===== src/rtl/esc_wdog_pkg.sv =====
`timescale 1ns/1ps
package esc_wdog_pkg;
   typedef enum logic [1:0] {
      MD_OFF      = 2'd0,
      MD_IRQ      = 2'd1,
      MD_IRQ_MGMT = 2'd2,
      MD_FULL     = 2'd3
   } wd_mode_e;

   typedef enum logic [1:0] {
      ST_IDLE  = 2'd0,
      ST_ONE   = 2'd1,
      ST_TWO   = 2'd2,
      ST_THREE = 2'd3
   } wd_stage_e;
endpackage


===== src/rtl/esc_wdog_presc.sv =====
`timescale 1ns/1ps
module esc_wdog_presc #(
   parameter int LOG2 = 10
) (
   input  logic clk,
   input  logic rst_n,
   input  logic run,
   input  logic clr,
   output logic tick
);
   generate
      if (LOG2 == 0) begin : g_direct
         assign tick = run & ~clr;
      end else begin : g_div
         logic [LOG2-1:0] pre_q;
         always_ff @(posedge clk or negedge rst_n) begin
            if (!rst_n)   pre_q <= '0;
            else if (clr) pre_q <= '0;
            else if (run) pre_q <= pre_q + 1'b1;
         end
         assign tick = run & ~clr & (&pre_q);
      end
   endgenerate
endmodule


===== src/rtl/esc_wdog_cnt.sv =====
`timescale 1ns/1ps
module esc_wdog_cnt #(
   parameter int CNT_W = 24
) (
   input  logic             clk,
   input  logic             rst_n,
   input  logic             load,
   input  logic [CNT_W-1:0] load_val,
   input  logic [CNT_W-1:0] rld_val,
   input  logic             tick,
   output logic [CNT_W-1:0] cnt_q,
   output logic             expire
);
   assign expire = tick & ~load & (cnt_q == '0);

   always_ff @(posedge clk or negedge rst_n) begin
      if (!rst_n)      cnt_q <= '0;
      else if (load)   cnt_q <= load_val;
      else if (expire) cnt_q <= rld_val;
      else if (tick)   cnt_q <= cnt_q - 1'b1;
   end
endmodule


===== src/rtl/esc_wdog_stage.sv =====
`timescale 1ns/1ps
module esc_wdog_stage
   import esc_wdog_pkg::*;
(
   input  logic      clk,
   input  logic      rst_n,
   input  logic      clr,
   input  logic      expire,
   input  wd_mode_e  mode,
   output wd_stage_e stage_q,
   output logic      ev_core,
   output logic      ev_rst
);
   wd_stage_e st_d;

   assign ev_core = expire & (mode == MD_IRQ || stage_q == ST_IDLE);
   assign ev_rst  = expire & (mode == MD_FULL) & (stage_q == ST_TWO);

   always_comb begin
      st_d = stage_q;
      if (expire) begin
         unique case (mode)
            MD_IRQ_MGMT: if (stage_q == ST_IDLE || stage_q == ST_ONE)
                            st_d = wd_stage_e'(stage_q + 2'd1);
            MD_FULL:     if (stage_q != ST_THREE)
                            st_d = wd_stage_e'(stage_q + 2'd1);
            default:     st_d = stage_q;
         endcase
      end
   end

   always_ff @(posedge clk or negedge rst_n) begin
      if (!rst_n)   stage_q <= ST_IDLE;
      else if (clr) stage_q <= ST_IDLE;
      else          stage_q <= st_d;
   end
endmodule


===== src/rtl/esc_wdog.sv =====
`timescale 1ns/1ps
module esc_wdog
   import esc_wdog_pkg::*;
#(
   parameter int ADDR_W    = 17,
   parameter int DATA_W    = 64,
   parameter int CH_IDX    = 63,
   parameter int LEN_W     = 16,
   parameter int LOW_ZERO  = 8,
   parameter int PRE_LOG2  = 10,
   parameter int INT_ADDR  = 'h200,
   parameter int ENC_ADDR  = 'h210,
   parameter int ENS_ADDR  = 'h218,
   parameter int POKE_BASE = 'h10000
) (
   input  logic              clk,
   input  logic              rst_n,
   input  logic              bus_wr,
   input  logic [ADDR_W-1:0] bus_addr,
   input  logic [DATA_W-1:0] bus_wdata,
   output logic [DATA_W-1:0] bus_rdata,
   output logic              core_irq,
   output logic              mgmt_irq,
   output logic              rst_req
);
   localparam int CNT_W    = LEN_W + LOW_ZERO;
   localparam int MGMT_BIT = 2;
   localparam int LEN_LSB  = 4;
   localparam int CNT_LSB  = LEN_LSB + LEN_W;
   localparam logic [ADDR_W-1:0] A_CTRL = ADDR_W'(8 * CH_IDX);
   localparam logic [ADDR_W-1:0] A_POKE = ADDR_W'(POKE_BASE + 8 * CH_IDX);
   localparam logic [ADDR_W-1:0] A_INT  = ADDR_W'(INT_ADDR);
   localparam logic [ADDR_W-1:0] A_ENC  = ADDR_W'(ENC_ADDR);
   localparam logic [ADDR_W-1:0] A_ENS  = ADDR_W'(ENS_ADDR);

   generate
      if (CH_IDX < 0 || CH_IDX >= DATA_W) begin : g_bad_ch
         $error("esc_wdog: CH_IDX outside data word");
      end
      if (CNT_LSB + CNT_W > DATA_W) begin : g_bad_fields
         $error("esc_wdog: control fields exceed data word");
      end
      if (POKE_BASE + 8 * CH_IDX >= (1 << ADDR_W)) begin : g_bad_addr
         $error("esc_wdog: poke address exceeds ADDR_W");
      end
      if (8 * CH_IDX == INT_ADDR || 8 * CH_IDX == ENC_ADDR || 8 * CH_IDX == ENS_ADDR) begin : g_clash
         $error("esc_wdog: control address collides with interrupt registers");
      end
   endgenerate

   wd_mode_e         mode_q;
   logic             mgmt_en_q;
   logic [LEN_W-1:0] len_q;
   logic             pend_q;
   logic             ien_q;
   logic             rst_req_q;

   logic             wr_ctrl, wr_int, wr_enc, wr_ens, poke;
   logic             start, halt, pend_clr, cnt_load, presc_clr, run, tick, expire;
   logic             ev_core, ev_rst;
   wd_mode_e         new_mode;
   logic [LEN_W-1:0] new_len;
   logic [CNT_W-1:0] cnt_q, load_val, rld_val;
   wd_stage_e        stage_q;

   assign wr_ctrl  = bus_wr && bus_addr == A_CTRL;
   assign wr_int   = bus_wr && bus_addr == A_INT;
   assign wr_enc   = bus_wr && bus_addr == A_ENC;
   assign wr_ens   = bus_wr && bus_addr == A_ENS;
   assign poke     = bus_wr && bus_addr == A_POKE && bus_wdata[CH_IDX];
   assign pend_clr = wr_int & bus_wdata[CH_IDX];

   assign new_mode = wd_mode_e'(bus_wdata[1:0]);
   assign new_len  = bus_wdata[LEN_LSB +: LEN_W];
   assign start    = wr_ctrl && mode_q == MD_OFF && new_mode != MD_OFF;
   assign halt     = wr_ctrl && new_mode == MD_OFF;

   assign run       = mode_q != MD_OFF;
   assign cnt_load  = start | poke;
   assign presc_clr = start | halt | poke;
   assign rld_val   = {len_q, {LOW_ZERO{1'b0}}};
   assign load_val  = start ? {new_len, {LOW_ZERO{1'b0}}} : rld_val;

   esc_wdog_presc #(.LOG2(PRE_LOG2)) u_presc (
      .clk(clk), .rst_n(rst_n), .run(run), .clr(presc_clr), .tick(tick)
   );

   esc_wdog_cnt #(.CNT_W(CNT_W)) u_cnt (
      .clk(clk), .rst_n(rst_n), .load(cnt_load), .load_val(load_val),
      .rld_val(rld_val), .tick(tick), .cnt_q(cnt_q), .expire(expire)
   );

   esc_wdog_stage u_stage (
      .clk(clk), .rst_n(rst_n), .clr(presc_clr), .expire(expire),
      .mode(mode_q), .stage_q(stage_q), .ev_core(ev_core), .ev_rst(ev_rst)
   );

   always_ff @(posedge clk or negedge rst_n) begin
      if (!rst_n) begin
         mode_q    <= MD_OFF;
         mgmt_en_q <= 1'b0;
         len_q     <= '0;
      end else if (wr_ctrl) begin
         mode_q    <= new_mode;
         mgmt_en_q <= bus_wdata[MGMT_BIT];
         len_q     <= new_len;
      end
   end

   always_ff @(posedge clk or negedge rst_n) begin
      if (!rst_n)        pend_q <= 1'b0;
      else if (ev_core)  pend_q <= 1'b1;
      else if (pend_clr) pend_q <= 1'b0;
   end

   always_ff @(posedge clk or negedge rst_n) begin
      if (!rst_n)                             ien_q <= 1'b0;
      else if (wr_ens && bus_wdata[CH_IDX])   ien_q <= 1'b1;
      else if (wr_enc && bus_wdata[CH_IDX])   ien_q <= 1'b0;
   end

   always_ff @(posedge clk or negedge rst_n) begin
      if (!rst_n)      rst_req_q <= 1'b0;
      else if (ev_rst) rst_req_q <= 1'b1;
   end

   always_comb begin
      bus_rdata = '0;
      unique case (bus_addr)
         A_CTRL: begin
            bus_rdata[1:0]                 = mode_q;
            bus_rdata[MGMT_BIT]            = mgmt_en_q;
            bus_rdata[LEN_LSB +: LEN_W]    = len_q;
            bus_rdata[CNT_LSB +: CNT_W]    = cnt_q;
         end
         A_INT:          bus_rdata[CH_IDX] = pend_q;
         A_ENC, A_ENS:   bus_rdata[CH_IDX] = ien_q;
         default:        bus_rdata = '0;
      endcase
   end

   assign core_irq = pend_q & ien_q;
   assign mgmt_irq = mgmt_en_q && (mode_q == MD_IRQ_MGMT || mode_q == MD_FULL)
                     && (stage_q == ST_TWO || stage_q == ST_THREE);
   assign rst_req  = rst_req_q;
endmodule


===== config.mk =====
export PLATFORM = sky130hd
export DESIGN_NAME = esc_wdog
export DESIGN_NICKNAME = d
export VERILOG_FILES = /design/src/rtl/esc_wdog_pkg.sv /design/src/rtl/esc_wdog_presc.sv /design/src/rtl/esc_wdog_cnt.sv /design/src/rtl/esc_wdog_stage.sv /design/src/rtl/esc_wdog.sv
export SDC_FILE = /design/constraint.sdc
export NUM_CORES = 1
export LEC_CHECK = 0
export ABC_AREA = 1
export BUFFER_PORTS_ARGS = -buffer_cell sky130_fd_sc_hd__buf_2
export CORE_MARGIN = 4
export CORE_UTILIZATION = 50
export CTS_CLUSTER_DIAMETER = 50
export DETAILED_ROUTE_END_ITERATION = 10
export PLACE_DENSITY = 0.79
export SLEW_MARGIN = 0
export SYNTH_ARGS = -nofsm -noshare
export SYNTH_HDL_FRONTEND = slang
export SYNTH_HIERARCHICAL = 1
export SYNTH_SLANG_ARGS = --single-unit

===== constraint.sdc =====
create_clock -name clk -period 3.55 [get_ports clk]
set_clock_uncertainty 0.2 [all_clocks]
set_input_delay 0.1775 -clock clk [delete_from_list [all_inputs] [get_ports clk]]
set_output_delay 0.1775 -clock clk [all_outputs]
set_load 0.02 [all_outputs]

==> run summary, run 1 <==
## Placement
- **cell area after placement** 5320 µm²
- **dpl cells** 981
- **Port Buf Inserts** 86
- **final weighted congestion of routability-driven global placement** 0.949
- **detailed-placement wirelength estimate** 9.39 mm

## Cells and area
- **Post-layout nets** 977
- **post-route standard cell area excluding fillers** 5740 µm²
- **ANT cells** 0
- **leading cell type in the layout, fill and taps excluded** nand2_1
- **top library cells by usage in the layout, fill and taps aside** 197 x nand2_1, 130 x nor2_1, 121 x inv_1
- **fraction of layout instances using a drive strength above 1** 18.4%
- **layout overhead on the synthesized area** 20.1%
- **non-filler instance count after layout** 1018

## Die
- **die area** 11200 µm²
- **I/O pin total** 151
- **num rows** 35
- **starting utilization of the core area** 51.5%
- **vertical die dimension** 106 µm
- **Core Footprint** 9280 µm²
- **horizontal extent of the die** 106 µm

## Clock tree
- **TritonCTS clock tree** yes
- **Clock Sinks** 58
- **maximum clock path buffer count** 2
- **CTS buffer count** 9
- **cell chosen for the clock root** clkbuf_8
- **post-CTS clock slew at the launch and capture registers of the worst setup and hold paths** 60 ps
- **clock latency on the worst-skew pair** 330 ps
- **maximum level of the CTS H-tree** 3

## Synthesis
- **yosys warns** 6
- **number of enable-type register cells in the synthesized netlist** 0
- **Top FF cell, synth** dfrtp_1
- **number of cells produced by synthesis** 761
- **count of unique library cells instantiated by Yosys** 34
- **Cell Area, Synth** 4780 µm²
- **fraction of synthesis flops using an asynchronous set or reset pin** 100%
- **post-synthesis sequential element count** 58
- **share of the yosys chip area belonging to registers** 30.4%
- **Mean Syn Cell Area** 6.28 µm²

## Critical path
- **required time at the worst-slack endpoint** 3570 ps
- **start-to-end type of the worst setup path** in2reg
- **arrival time at the worst endpoint** 3170 ps
- **Critical Path Source Type** primary input
- **crit path max fanout** 12
- **sort of element at the end of the critical path** flop

## Pwr
- **Static Leakage** 3.17 nW
- **worst supply voltage drop on vdd** 0.260 mV
- **overall power** 1.49 mW
- **power per standard cell area** 260 nW/µm²

## Route
- **DRC errors left** 0
- **post-DR wirelength/cell** 12.3 µm
- **1st-iter DRT viols** 222
- **first drt pass iteration count** 5
- **routed via count divided by cell count** 4.80
- **routed vias** 4889
- **wire length after detailed routing** 12.5 mm
- **number of nets with antenna violations after detailed routing** 0

## Global routing
- **first-pass GRT wire length** 21.3 mm
- **number of global-route vias before repair** 4730
- **total track usage** 23.0%
- **number of antenna violations at the first check in global routing** 0
- **total gr overflow** 0
- **pin count of the biggest net entering global routing** 44

## Timing
- **final number of hold-violating endpoints** 0
- **worst hold margin** 67.6 ps
- **Worst Max-Slew Pin Slew** 840 ps
- **achievable clock frequency** 317 MHz
- **worst slew slack as a fraction of its limit** 43.9%
- **final worst-path cycle share** 88.7%
- **setup total negative slack** 0 ps
- **Pins Over Slew Limit** 0
- **final setup violation count** 0
- **post-layout minimum cycle time** 3150 ps
- **setup repair after global routing missed its margin** no

## Run status
- **result of the run** finished clean

## Worst hold path
- **class of the most critical hold timing path** in2reg

## Run
- **number of maximum-capacitance constraint violations** 0

-- layout make-up --
class                           count  area [µm²]
Fill cell                         925        3540
Multi-Input combinational cell    566        2700
Sequential cell                    58        1450
Timing Repair Buffer              120         751
Inverter                          131         492
Tap cell                          129         161
Clock buffer                       12         155
Clock inverter                      2        37.5
-- report_power, final --
part | switching (mW) | total (mW) | leakage (nW) | internal [mW]
logic | 0.100 | 0.164 | 2.29 | 0.0638
registers | 0.0257 | 0.715 | 0.786 | 0.689
clock network | 0.260 | 0.616 | 0.0946 | 0.355
total | 0.386 | 1.49 | 3.17 | 1.11
-- critical path, stage by stage --
cell	delay [ps]
dlygate4sd3_1	530
buf_2	130
inv_1	70
nor2_2	50
nand2_1	70
nor2_2	50
nand4_1	120
buf_4	210
nor2_1	80
nand2_1	70
nand2_1	80
inv_2	140
nand2_1	120
nor3_2	180
inv_1	130
nor2_8	100
nand3_2	80
inv_1	80
nand2_1	80
nor2_4	210
nor2_1	100
nor2_4	140
nand3_2	90
nand2_1	60
nand2_1	50
-- timing repair --
| action | 4_1_cts | 5_1_grt |
|---|---|---|
| gates resized for setup | 0 | 1 |
| hold endpoints to repair | 39 | 0 |
| hold buffers | 21 | 0 |
| setup buffers | 0 | 2 |
| setup endpoints to repair | 0 | 8 |
-- logic make-up (layout without fill, tap and decap cells) --
family / after synthesis / count (layout) / synth area share (%)
AO/OA/AOI/OAI: 63 / 63 / 8.01
XOR/XNOR: 7 / 7 / 1.28
adder cells (fa/ha/maj): 7 / 7 / 1.83
buffers and inverters: 172 / 265 / 16.2
flip-flops: 58 / 58 / 30.4
other: 1 / 36 / 0.0784
AND/OR/NAND/NOR: 453 / 453 / 42.2
-- cell usage after synthesis (5+ instances only) --
master | instances | area, µm²
nand2_1 | 197 | 739
nor2_1 | 130 | 488
inv_1 | 121 | 454
nand3_1 | 67 | 335
dfrtp_1 | 58 | 1450
o21ai_1 | 23 | 115
buf_4 | 21 | 158
a22oi_1 | 20 | 150
nor2_2 | 20 | 125
nand4_1 | 11 | 68.8
clkbuf_1 | 9 | 33.8
inv_2 | 9 | 33.8
o21ai_0 | 9 | 45.0
a21oi_1 | 8 | 40.0
ha_1 | 7 | 87.6
nor2_4 | 7 | 78.8
buf_6 | 6 | 67.6
buf_2 | 5 | 25.0
nand2_2 | 5 | 31.3
-- stage by stage --
step	util, %	setup slack, ps
after floorplan	-	874
after global placement	57.3	433
after detailed placement	57.3	354
after CTS	61.6	307
after global routing	61.9	46.3
final	61.9	400
-- final timing paths --
kind,from,end,slack [ps],cells after the start
max,bus_addr[3],u_stage/stage_q[0],400,25
min,bus_wdata[63],ien_q,70,5
max reg2reg,mode_q[1],u_stage/stage_q[0],460,21
min reg2reg,rst_req,rst_req,270,1
max in group asynchronous,rst_n,len_q[3],2140,3
min in group asynchronous,rst_n,u_cnt/cnt_q[19],130,2
-- flip-flops by register name (all words and copies together) (netlist names) --
signal,cells
u_stage/stage_q,2
u_cnt/cnt_q,24
rst_req,1
mode_q,2
mgmt_en_q,1
len_q,16
pend_q,1
u_presc/g_div.pre_q,10
ien_q,1
-- layer usage --
| layer | routed length (µm) | GRT usage [%] | up-vias |
|---|---|---|---|
| li1 | - | - | 2535 |
| met1 | 5510 | 28.2 | 2197 |
| met2 | 6340 | 42.3 | 140 |
| met3 | 539 | 3.37 | 17 |
| met4 | 144 | 5.55 | 0 |
| met5 | 0 | 0 | - |
Note: power is estimated with default switching activity, not from simulation.
==> run 2, diff against run 1 <==
BUFFER_PORTS_ARGS = unset   (was -buffer_cell sky130_fd_sc_hd__buf_2)
DONT_BUFFER_PORTS = 1   (was unset)
PLACE_DENSITY = unset   (was 0.79)
==> run 2 against run 1 <==
Cell count shrank 7.8%. Clock power is 21% higher. First-iteration DRC count grew 6.8%. Setup slack lost 110 ps. Maximum frequency shrank 3.3%. Worst hold slack worse by 18 ps. Sequential share of layout area is 1.5 points higher. Critical path depth fell by 1. Utilization decreased by 3.6 points. Via count decreased by 6.2%. Critical path type unchanged. Power grew 7.7%. Highest routed layer unchanged. Global-route usage fell by 0.29 points.
==> run summary, run 2 (synthesized netlist as in run 1, its figures left out) <==
## Route
- **routed via count divided by cell count** 4.88
- **first drt pass iteration count** 5
- **wire length after detailed routing** 12.2 mm
- **number of nets with antenna violations after detailed routing** 0
- **routed vias** 4584
- **1st-iter DRT viols** 237
- **post-DR wirelength/cell** 13.0 µm
- **DRC errors left** 0

## Pwr
- **power per standard cell area** 297 nW/µm²
- **worst supply voltage drop on vdd** 0.272 mV
- **Static Leakage** 2.79 nW
- **overall power** 1.61 mW

## Global routing
- **pin count of the biggest net entering global routing** 59
- **total track usage** 22.7%
- **first-pass GRT wire length** 21.0 mm
- **number of global-route vias before repair** 4463
- **number of antenna violations at the first check in global routing** 0
- **total gr overflow** 0

## Cells and area
- **register name with the most flops** u_cnt/cnt_q
- **ANT cells** 0
- **leading cell type in the layout, fill and taps excluded** nand2_1
- **biggest regs** u_cnt/cnt_q: 24 flops, len_q: 16 flops, u_presc/g_div.pre_q: 10 flops
- **top library cells by usage in the layout, fill and taps aside** 197 x nand2_1, 130 x nor2_1, 121 x inv_1
- **layout overhead on the synthesized area** 13.2%
- **flip-flop count of the largest register, all copies and words added** 24
- **number of inserted filler cells in the final layout** 990
- **fraction of layout instances using a drive strength above 1** 9.88%
- **area of the multi-input gates** 2690 µm²
- **Post-layout nets** 896
- **storage element area** 1450 µm²

## Timing
- **Pins Over Slew Limit** 0
- **final setup violation count** 0
- **worst slew slack as a fraction of its limit** 42.3%
- **final number of hold-violating endpoints** 0
- **final worst-path cycle share** 91.8%
- **setup total negative slack** 0 ps
- **Worst Max-Slew Pin Slew** 864 ps
- **setup repair after global routing missed its margin** no
- **achievable clock frequency** 307 MHz
- **post-layout minimum cycle time** 3260 ps

## Die
- **num rows** 35
- **starting utilization of the core area** 51.5%
- **Core Footprint** 9280 µm²
- **I/O pin total** 151
- **horizontal extent of the die** 106 µm
- **vertical die dimension** 106 µm
- **die area** 11200 µm²

## Worst hold path
- **Hold Path Cell Cnt** 3
- **hold path startpoint** bus_wr
- **class of the most critical hold timing path** in2reg
- **hold endpoint** len_q[12]

## Critical path
- **worst path buffer plus inverter count** 6
- **delay-heaviest family, CP** simple AND/OR/NAND/NOR gates
- **endpoint of the worst register-to-register path** u_stage/stage_q[1]
- **sort of element at the end of the critical path** flop
- **Critical Path Source Type** primary input
- **crit path cell chain** dlygate4sd3_1 > inv_1 > nor2_2 > nand2_1 > nor2_2 > nand4_1 > buf_4 > nor2_1 > nor2_1 > nand2_1 > inv_2 > nand2_1 > nor3_2 > inv_1 > nor2_8 > nand3_2 > inv_1 > nand2_1 > nor2_4 > nor2_1 > nor2_4 > nand3_2 > nand2_1 > nand2_1
- **crit path max fanout** 17
- **standard cell with the maximum stage delay on the critical path** dlygate4sd3_1
- **Reg2Reg Launch Point** mode_q[1]
- **start-to-end type of the worst setup path** in2reg
- **arrival time at the worst endpoint** 3290 ps
- **Top cell by count, worst path** nand2_1
- **number of cells on the worst reg-to-reg path** 21
- **crit-path max cell delay** 550 ps
- **required time at the worst-slack endpoint** 3580 ps
- **setup slack, reg-to-reg** 540 ps

## Clock tree
- **maximum clock path buffer count** 2
- **CTS buffer count** 9
- **cell chosen for the clock root** clkbuf_8
- **maximum level of the CTS H-tree** 3
- **Post-CTS Setup Bufs** 0
- **TritonCTS clock tree** yes
- **Clock Sinks** 58
- **post-CTS clock slew at the launch and capture registers of the worst setup and hold paths** 70 ps
- **clock latency on the worst-skew pair** 340 ps

## Run status
- **result of the run** finished clean

## Placement
- **final weighted congestion of routability-driven global placement** 0.920
- **detailed-placement wirelength estimate** 9.12 mm
- **Port Buf Inserts** 0

## Run
- **number of maximum-capacitance constraint violations** 0

==> run 2: per-stage QoR <==
step                cell area, µm²  hold slack, ps  instances  utilization, %  worst slack, ps
finish                        5410            49.7        939            58.3              293
global route                  5410            47.9        939            58.3             7.12
CTS                           5410            46.1        939            58.3              269
detailed placement            4880            -317        895            52.5              482
global placement              4880            -317        895            52.5              554
floorplan                     4910            -318        796               -              874
==> run 2: worst register-to-register path, stage by stage, from the launching register on <==
cell	delay [ps]
dfrtp_1	470
inv_2	60
nand2_1	130
a21oi_4	50
inv_1	50
nor2_1	40
nor2_1	120
nand2_1	120
inv_2	140
nand2_1	110
nor3_2	180
inv_1	120
nor2_8	100
nand3_2	80
inv_1	90
nand2_1	90
nor2_4	290
nor2_1	120
nor2_4	140
nand3_2	90
nand2_1	70
nand2_1	50
==> run 2: cell type report <==
type,instances,share of cell area [%]
inverters,131,9.08
clock inverters,4,1.34
repair buffers,39,7.03
clock buffers,12,3.05
flip-flops and latches,58,26.8
multi-input cells,566,49.7
well taps,129,2.98
==> run 2: where the power goes <==
group | leakage, nW | switching [mW] | total (mW) | internal, mW
clock network | 0.119 | 0.296 | 0.748 | 0.452
logic | 1.89 | 0.0937 | 0.148 | 0.0541
registers | 0.786 | 0.0252 | 0.713 | 0.688
total | 2.79 | 0.415 | 1.61 | 1.19
==> run 2: metal layers <==
metal | track usage (%) | vias up | part of all wire, %
met4 | 4.63 | 0 | 0.40
met2 | 39.3 | 119 | 49
met3 | 5.57 | 4 | 5.8
li1 | - | 2377 | -
met1 | 28.9 | 2084 | 45
met5 | 0 | - | 0
==> run 2: worst max path at each step <==
stage                     cells past startpoint        start                  to
after floorplan                              23  bus_addr[4]  u_stage/stage_q[0]
after CTS                                    24  bus_addr[3]  u_stage/stage_q[1]
after global routing                         24  bus_addr[3]  u_stage/stage_q[1]
after global placement                       23  bus_addr[4]  u_stage/stage_q[0]
after detailed placement                     23  bus_addr[3]  u_stage/stage_q[0]
final                                        24  bus_addr[3]  u_stage/stage_q[1]
==> run 2: timing repair <==
item,in CTS,in global routing
hold buffers,28,0
resized for setup,0,0
endpoints found under the hold margin,95,0
